**src/rtl/sar_seq_pkg.sv**
```systemverilog
package sar_seq_pkg;

  typedef enum logic [2:0] {
    SQ_TRACK  = 3'd0,
    SQ_SAMPLE = 3'd1,
    SQ_TRIAL  = 3'd2,
    SQ_DONE   = 3'd3,
    SQ_ACQ    = 3'd4
  } sq_state_e;

endpackage

```
**src/rtl/sar_tick_div.sv**
```systemverilog
// Decision tick: one pulse every DIV cycles while run is high, phase
// restarted whenever run is low.
module sar_tick_div #(
  parameter int unsigned DIV = 4
) (
  input  logic clk,
  input  logic rst_n,
  input  logic run,
  output logic tick
);
  localparam int unsigned CW = (DIV > 1) ? $clog2(DIV) : 1;
  localparam logic [CW-1:0] LASTV = CW'(DIV - 1);

  logic [CW-1:0] cnt_q, cnt_d;

  always_comb begin
    cnt_d = cnt_q;
    if (!run)                cnt_d = '0;
    else if (cnt_q == LASTV) cnt_d = '0;
    else                     cnt_d = cnt_q + 1'b1;
  end

  always_ff @(posedge clk or negedge rst_n) begin
    if (!rst_n) cnt_q <= '0;
    else        cnt_q <= cnt_d;
  end

  assign tick = run && (cnt_q == LASTV);
endmodule

```
**src/rtl/sar_win_cnt.sv**
```systemverilog
// Saturating window counter: cleared by clr, advances while en is high,
// reached is high once LIMIT advances have been made.
module sar_win_cnt #(
  parameter int unsigned LIMIT = 16
) (
  input  logic clk,
  input  logic rst_n,
  input  logic clr,
  input  logic en,
  output logic reached
);
  localparam int unsigned CW = (LIMIT > 0) ? $clog2(LIMIT + 1) : 1;
  localparam logic [CW-1:0] TOPV = CW'(LIMIT);

  logic [CW-1:0] cnt_q, cnt_d;

  assign reached = (cnt_q == TOPV);

  always_comb begin
    cnt_d = cnt_q;
    if (clr)                cnt_d = '0;
    else if (en && !reached) cnt_d = cnt_q + 1'b1;
  end

  always_ff @(posedge clk or negedge rst_n) begin
    if (!rst_n) cnt_q <= '0;
    else        cnt_q <= cnt_d;
  end
endmodule

```
**src/rtl/sar_bit_reg.sv**
```systemverilog
// Successive-approximation register with a one-hot trial pointer.
module sar_bit_reg #(
  parameter int unsigned W = 12
) (
  input  logic         clk,
  input  logic         rst_n,
  input  logic         seed,
  input  logic         step,
  input  logic         cmp_above,
  output logic [W-1:0] code,
  output logic [W-1:0] settled,
  output logic         on_lsb
);
  logic [W-1:0] ptr_q, ptr_d, code_q, code_d;

  // current trial bit resolved by the comparator answer
  for (genvar i = 0; i < W; i++) begin : g_resolve
    assign settled[i] = code_q[i] & ~(ptr_q[i] & cmp_above);
  end

  always_comb begin
    ptr_d  = ptr_q;
    code_d = code_q;
    if (seed) begin
      ptr_d  = {1'b1, {(W-1){1'b0}}};
      code_d = {1'b1, {(W-1){1'b0}}};
    end else if (step) begin
      ptr_d  = ptr_q >> 1;
      code_d = settled | (ptr_q >> 1);
    end
  end

  always_ff @(posedge clk or negedge rst_n) begin
    if (!rst_n) begin
      ptr_q  <= '0;
      code_q <= '0;
    end else if (seed || step) begin
      ptr_q  <= ptr_d;
      code_q <= code_d;
    end
  end

  assign code   = code_q;
  assign on_lsb = ptr_q[0];
endmodule

```
**src/rtl/sar_conv_seq.sv**
```systemverilog
module sar_conv_seq #(
  parameter int unsigned WIDTH       = 12,
  parameter int unsigned TICK_DIV    = 4,
  parameter int unsigned ACQ_CYCLES  = 188,
  parameter int unsigned WAKE_CYCLES = 500
) (
  input  logic             clk,
  input  logic             rst_n,
  input  logic             cs_n,
  input  logic             shdn_n,
  input  logic             cmp_above,
  output logic             hold,
  output logic             busy,
  output logic             done,
  output logic [WIDTH-1:0] dac_code,
  output logic [WIDTH-1:0] result
);
  import sar_seq_pkg::*;

  localparam int unsigned ACQ_LIM = (ACQ_CYCLES > 0) ? ACQ_CYCLES - 1 : 0;

  sq_state_e        st_q, st_d;
  logic             cs_q;
  logic             cs_fall;
  logic             awake;
  logic             acq_end;
  logic             tick;
  logic             converting;
  logic             seed, step, res_load;
  logic             on_lsb;
  logic [WIDTH-1:0] code, settled, result_q;

  assign cs_fall    = cs_q & ~cs_n;
  assign converting = (st_q == SQ_SAMPLE) || (st_q == SQ_TRIAL);

  sar_tick_div #(.DIV(TICK_DIV)) u_tick (
    .clk(clk), .rst_n(rst_n), .run(converting), .tick(tick)
  );

  sar_win_cnt #(.LIMIT(WAKE_CYCLES)) u_wake (
    .clk(clk), .rst_n(rst_n), .clr(!shdn_n), .en(1'b1), .reached(awake)
  );

  sar_win_cnt #(.LIMIT(ACQ_LIM)) u_acq (
    .clk(clk), .rst_n(rst_n), .clr(st_q != SQ_ACQ), .en(st_q == SQ_ACQ),
    .reached(acq_end)
  );

  sar_bit_reg #(.W(WIDTH)) u_sar (
    .clk(clk), .rst_n(rst_n), .seed(seed), .step(step),
    .cmp_above(cmp_above), .code(code), .settled(settled), .on_lsb(on_lsb)
  );

  // next state: shutdown first, then abort, then tick-driven progress
  always_comb begin
    st_d = st_q;
    if (!shdn_n) begin
      st_d = SQ_TRACK;
    end else begin
      unique case (st_q)
        SQ_TRACK:  if (cs_fall && awake) st_d = SQ_SAMPLE;
        SQ_SAMPLE: if (cs_n) st_d = SQ_ACQ;
                   else if (tick) st_d = SQ_TRIAL;
        SQ_TRIAL:  if (cs_n) st_d = SQ_ACQ;
                   else if (tick && on_lsb) st_d = SQ_DONE;
        SQ_DONE:   st_d = SQ_TRACK;
        SQ_ACQ:    if (acq_end) st_d = SQ_TRACK;
        default:   st_d = SQ_TRACK;
      endcase
    end
  end

  assign seed     = (st_q == SQ_SAMPLE) && (st_d == SQ_TRIAL);
  assign step     = (st_q == SQ_TRIAL) && tick && (st_d != SQ_ACQ) &&
                    (st_d != SQ_TRACK);
  assign res_load = (st_q == SQ_TRIAL) && (st_d == SQ_DONE);

  always_ff @(posedge clk or negedge rst_n) begin
    if (!rst_n) begin
      st_q <= SQ_TRACK;
      cs_q <= 1'b1;
    end else begin
      st_q <= st_d;
      cs_q <= cs_n;
    end
  end

  always_ff @(posedge clk or negedge rst_n) begin
    if (!rst_n)        result_q <= '0;
    else if (res_load) result_q <= settled;
  end

  assign hold     = converting;
  assign busy     = converting;
  assign done     = (st_q == SQ_DONE);
  assign dac_code = (st_q == SQ_TRIAL) ? code : '0;
  assign result   = result_q;
endmodule

```
**config.mk**
```make
export PLATFORM = sky130hd
export DESIGN_NAME = sar_conv_seq
export DESIGN_NICKNAME = d
export VERILOG_FILES = /design/src/rtl/sar_seq_pkg.sv /design/src/rtl/sar_tick_div.sv /design/src/rtl/sar_win_cnt.sv /design/src/rtl/sar_bit_reg.sv /design/src/rtl/sar_conv_seq.sv
export SDC_FILE = /design/constraint.sdc
export NUM_CORES = 1
export LEC_CHECK = 0
export ABC_AREA = 1
export CAP_MARGIN = 0
export CORE_MARGIN = 2
export CORE_UTILIZATION = 60
export CTS_CLUSTER_DIAMETER = 100
export DETAILED_ROUTE_END_ITERATION = 10
export DONT_BUFFER_PORTS = 1
export PLACE_DENSITY_LB_ADDON = 0.05
export SKIP_LAST_GASP = 1
export SLEW_MARGIN = 10
export SYNTH_ARGS = -nofsm -noshare
export SYNTH_HDL_FRONTEND = slang
export SYNTH_SLANG_ARGS = --single-unit
```
**constraint.sdc**
```tcl
create_clock -name clk -period 1.8 [get_ports clk]
set_clock_uncertainty 0.2 [all_clocks]
set_input_delay 0.27 -clock clk [delete_from_list [all_inputs] [get_ports clk]]
set_output_delay 0.27 -clock clk [all_outputs]
set_load 0.01 [all_outputs]
```
Word level (Yosys, flattened, before mapping)
Cells that the tools add are included.

Word-level logic and storage cells: 98. Bits of input ports: 5. Register bits: 59. Output and inout port bits: 27.

Reduce and logical (&&, ||, !) cells: 17. Bitwise logic cells: 39. $add $sub $neg: 3. Equality and inequality tests: 12. Muxes and demuxes: 19.

Operators by type and width (number): $mux W12 (5); $and A1 B1 Y1 (25); $mux W3 (7); $mux W9 (2); $mux W8 (2); $not A1 Y1 (13); $eq A3 B2 Y1 const B (4); $or A12 B11 Y12 (1); $pmux W3 S4 (1); $add A9 B1 Y9 const B (1); $eq A9 B9 Y1 const B (1); $logic_and A1 B1 Y1 (9); $add A8 B1 Y8 const B (1); $eq A8 B8 Y1 const B (1); $ne A3 B3 Y1 const B (2); $mux W2 (2); $reduce_bool A2 Y1 (2); $eq A3 B1 Y1 const B (1); $eq A3 B3 Y1 const B (1); $logic_not A3 Y1 (1); $reduce_bool A3 Y1 (1); $add A2 B1 Y2 const B (1); $eq A2 B2 Y1 const B (1); $logic_or A1 B1 Y1 (2); other kinds (3) (3).

Longest topological paths before layout
Word-level depth: 13. Depth in mapped cells: 10. Gate-level depth less buffers: 9.

Hierarchy
A second synthesis with hierarchy kept.

Cells, all modules: 435. Area, all modules: 3194.3 µm².

Modules (own cells, without submodules): sar_bit_reg (times used 1, area an instance 1101.1 µm², cells an instance 142, sequential area each 600.6 µm²); sar_conv_seq (times used 1, area an instance 912.1 µm², cells an instance 125, sequential area each 401.6 µm²); sar_win_cnt (u_wake) (times used 1, area an instance 589.3 µm², cells an instance 86, sequential area each 225.2 µm²); sar_win_cnt (u_acq) (times used 1, area an instance 503.0 µm², cells an instance 72, sequential area each 200.2 µm²); sar_tick_div (times used 1, area an instance 88.8 µm², cells an instance 10, sequential area each 50.0 µm²).

Least setup slack after synthesis
OpenSTA, ideal clock, no wires.

Path kind: register -> register. Start point: register st_q[1]. End point: register result_q[0], in the netlist result[0]. Slack: 0.189 ns. Data required time: 1.483 ns. Library setup time: 0.117 ns. Cell stages (with the launch flop): 10. Buffers on the path: 1. Period minus slack after synthesis: 1.611 ns. Arrival time: 1.294 ns. Cells stage by stage: dfrtp_1 -> nand2_1 -> nand2_2 -> nor2_2 -> nand3_1 -> nand3_2 -> nand3_2 -> buf_6 -> nand2_1 -> nand2_1.

Word-level cells in the longest chain between the ends: 10. Elaborated cells on any way between the ends: 17. Those cells by class: eq/ne: 4; mux: 8; reduce/logical: 5.

RTL lines: start: declaration (line sar_conv_seq.sv:22) `sq_state_e st_q, st_d;`; start signal: assignment (line sar_conv_seq.sv:83) `st_q <= st_d;`; $eq A3 B1 Y1 or $eq A3 B2 Y1 (tied branches) (line sar_conv_seq.sv:34) `assign converting = (st_q == SQ_SAMPLE) || (st_q == SQ_TRIAL);`; $logic_or A1 B1 Y1 (*) (line sar_conv_seq.sv:34); net busy (line sar_conv_seq.sv:13) `output logic busy,`; $logic_and A1 B1 Y1 (*) (line sar_tick_div.sv:28) `assign tick = run && (cnt_q == LASTV);`; $logic_and A1 B1 Y1 (line sar_conv_seq.sv:65) `else if (tick && on_lsb) st_d = SQ_DONE;`; $mux W3 (line sar_conv_seq.sv:65); $mux W3 (line sar_conv_seq.sv:64) `SQ_TRIAL: if (cs_n) st_d = SQ_ACQ;`; $pmux W3 S4 (*) (line sar_conv_seq.sv:60) `unique case (st_q)`; $mux W3 (*) (line sar_conv_seq.sv:57) `if (!shdn_n) begin`; $eq A3 B2 Y1 (*) (line sar_conv_seq.sv:76) `assign res_load = (st_q == SQ_TRIAL) && (st_d == SQ_DONE);`; $logic_and A1 B1 Y1 (*) (line sar_conv_seq.sv:76); end signal: assignment (line sar_conv_seq.sv:90) `else if (res_load) result_q <= settled;`; end: declaration (line sar_conv_seq.sv:31) `logic [WIDTH-1:0] code, settled, result_q;`.

The timed path passes the listed nets; every way through them passes the cells marked *. A chain may end at the register's enable or synchronous reset.

Worst setup path after layout
Start point: register st_q[0]. End point: output port dac_code[5].

Word-level cells in the longest chain between the ends: 2.

RTL lines: $eq A3 B2 Y1 (line sar_conv_seq.sv:96) `assign dac_code = (st_q == SQ_TRIAL) ? code : '0;`; $mux W12 (line sar_conv_seq.sv:96); end: declaration (line sar_conv_seq.sv:15) `output logic [WIDTH-1:0] dac_code,`.

Every way passes these cells.

==> qor.yml <==
status:
  status: "complete, but fails checks"
  violations: "hold timing"
setup_path:
  cp-end-kind: "primary output"
  cp.required_ns: 1.33
  r2r_slack_ns: 0.06
  worstPathArrival_ns: 1.30
  path_max_fanout: 14
  reg2reg_depth: 8
  r2r_start: "st_q[0]$_DFF_PN0_"
  start_kind: "register"
  critPathKind: "register to primary output"
  r2r_end: "u_sar.code[0]$_DFFE_PN0P_"
yosys:
  yosys_warnings: 0
  synth_cells: 325
  ys.flop_type: "dfrtp_1"
  async_reset_ff_frac: 1.000
  synth_edf_count: 0
  ys_seq_area_frac: 0.5130
  syn-mean-instance-area_um2: 8.862
  synth-seq-cells: 59
  synth_area_mm2: 0.002880
  syn-num-nets: 334
  synth_cell_type_count: 33
global_route:
  grt_overflow: 0
  grt_max_degree: 60
  grt_pass1_wl_mm: 9.632
  grt_pass1_vias: 2018
  gr-usage-all-layers: 0.2393
  antenna_found_initial: 0
detailed_routing:
  post_drt_via_cell_ratio: 5.643
  dr.first_iter.drc_count: 151
  wirelength_mm: 6.148
  detail-route-antenna-nets: 0
  vias: 2263
  wl_per_cell_um: 15.33
  drc: 0
  drt_first_pass_iters: 4
power:
  p_leak_uw: 0.001699
  peakVddDrop_mv: 0.6368
  pwr_density_cell_mw_per_mm2: 788.7
clocking:
  cts-htree-levels: 3
  clkTransAtPathRegs_ns: 0.07
  hold_buffers: 3
  cts_tree: "yes"
  cts_num_sinks: 59
  cts_made_buffers: 9
  clock_latency_ns: 0.33
  clock_path_buffers: 2
  cts-root-buf: "clkbuf_8"
sta:
  rsz0062_at_grt: "true"
  slew_headroom: 0.6912
  layout_setup_ws_ns: 0.03052
  timing.final.crit_share: 0.9830
  hold_ws_ns: -0.5752
  hold_viol_final: 59
  finalSetupViolCount: 0
  tightestPinTransition_ns: 0.4617
  fmax_ghz: 0.5651
  slew_violations: 0
  min_period_ns: 1.769
place:
  gp_congestion: 0.7998
  dpl_worst_slack_ns: 0.02495
  numPortBuffers: 0
  dpl_cell_area_mm2: 0.002938
  dp_cells: 377
  hpwl_mm: 3.983
cells_and_area:
  fin_util: 0.7264
  design_area_mm2: 0.003386
  fin_cells: 401
  antenna_cells: 0
  n_fill_cell: 362
  final_cell_mix: "dfrtp_1, nand2_1, nand3_1"
  layout-drive-gt1-share: 0.2248
  seqCellArea_mm2: 0.001479
  final_common_cell: "dfrtp_1"
  finalNetCount: 352
  multi_input_area_mm2: 0.001305
  areaGrowthSynthToFinish_pct: 17.55
floorplanning:
  die_area_mm2: 0.005371
  num_rows: 25
  coreArea_mm2: 0.004661
  die_x_um: 73.29
  io_pins: 32
  initial_core_util: 0.6180
  die_height_um: 73.29
hold_path:
  hp-class: "input pin to asynchronous set/reset pin"
run:
  max_cap_viol_count: 0
report_power, final:
group	internal (uW)	leakage, uW	switching [uW]
Clock	784	0.000109	486
Combinational	24.2	0.000836	36.4
Sequential	1330	0.000754	5.38
cells in the mapped netlist, drive strengths merged, types with 4 or more instances:
library cell  instances  share of area
buf                  11          0.034
nand2                61          0.086
ha                    4          0.017
dfrtp                58           0.50
a21oi                20          0.035
nor2                 35          0.052
nor3                  6          0.014
inv                  35          0.046
o21ai                33          0.070
nand4                13          0.028
nand3                36          0.076
cells by family after synthesis:
group,share of synthesized area
AOI/OAI and AO/OA,0.1151
xor gates and xnor gates,0.003041
adders and majority gates,0.01738
buffers and inverters,0.08210
DFF,0.5130
and+or+nand+nor,0.2693
what timing repair did:
action | 4_1_cts | 5_1_grt
resized for setup | 1 | 44
buffers inserted | 0 | 4
pin swaps | 0 | 3
endpoints found under the hold margin | 82 | 59
gates cloned | 0 | 2
setup endpoints to repair | 12 | 36
final cells by class:
cell class                      instances  share of cell area
Clock inverter                          1            0.008869
Inverter                               35             0.04028
Sequential cell                        59              0.4368
Tap cell                               54             0.01996
Multi-Input combinational cell        219              0.3854
Timing Repair Buffer                   19             0.05469
Clock buffer                           14             0.05395
worst max-delay path: stages (launching register included):
cell	delay, ns
dfrtp_1	0.42
inv_2	0.10
nand3_2	0.11
buf_12	0.20
nor2_4	0.13
state kept, by name, indices dropped and copies added (netlist names):
| register | flops |
|---|---|
| u_wake.cnt_q | 9 |
| st_q | 3 |
| result | 12 |
| u_tick.cnt_q | 2 |
| u_sar.ptr_q | 12 |
| u_sar.code | 12 |
| cs_q | 1 |
| u_acq.cnt_q | 8 |
layer usage:
layer	global-route usage	vias to the layer above	wire length (um)
met5	0	-	0
met4	0.1111	0	89
met3	0.05761	9	342
met2	0.3403	62	2876
met1	0.3447	1068	2840
li1	-	1124	-
through the flow:
step / TNS (ns) / power, uW
after floorplan: 0 / 1393
after global placement: 0 / 1396
after detailed placement: 0 / 1399
after CTS: -0.3131 / 2682
after global routing: -0.7089 / 2747
final: 0 / 2670
worst max-delay path by stage:
stage                                startpoint                         to  cells after the start
floorplan                     st_q[1]$_DFF_PN0_      result[0]$_DFFE_PN0P_                      9
global placement    u_wake.cnt_q[0]$_DFFE_PN0P_      result[8]$_DFFE_PN0P_                      9
detailed placement  u_wake.cnt_q[0]$_DFFE_PN0P_      result[8]$_DFFE_PN0P_                      9
CTS                           st_q[2]$_DFF_PN0_                dac_code[6]                      4
global route                  st_q[1]$_DFF_PN0_  u_sar.code[0]$_DFFE_PN0P_                      8
finish                        st_q[0]$_DFF_PN0_                dac_code[5]                      4
Note: power is estimated with default switching activity, not from simulation.
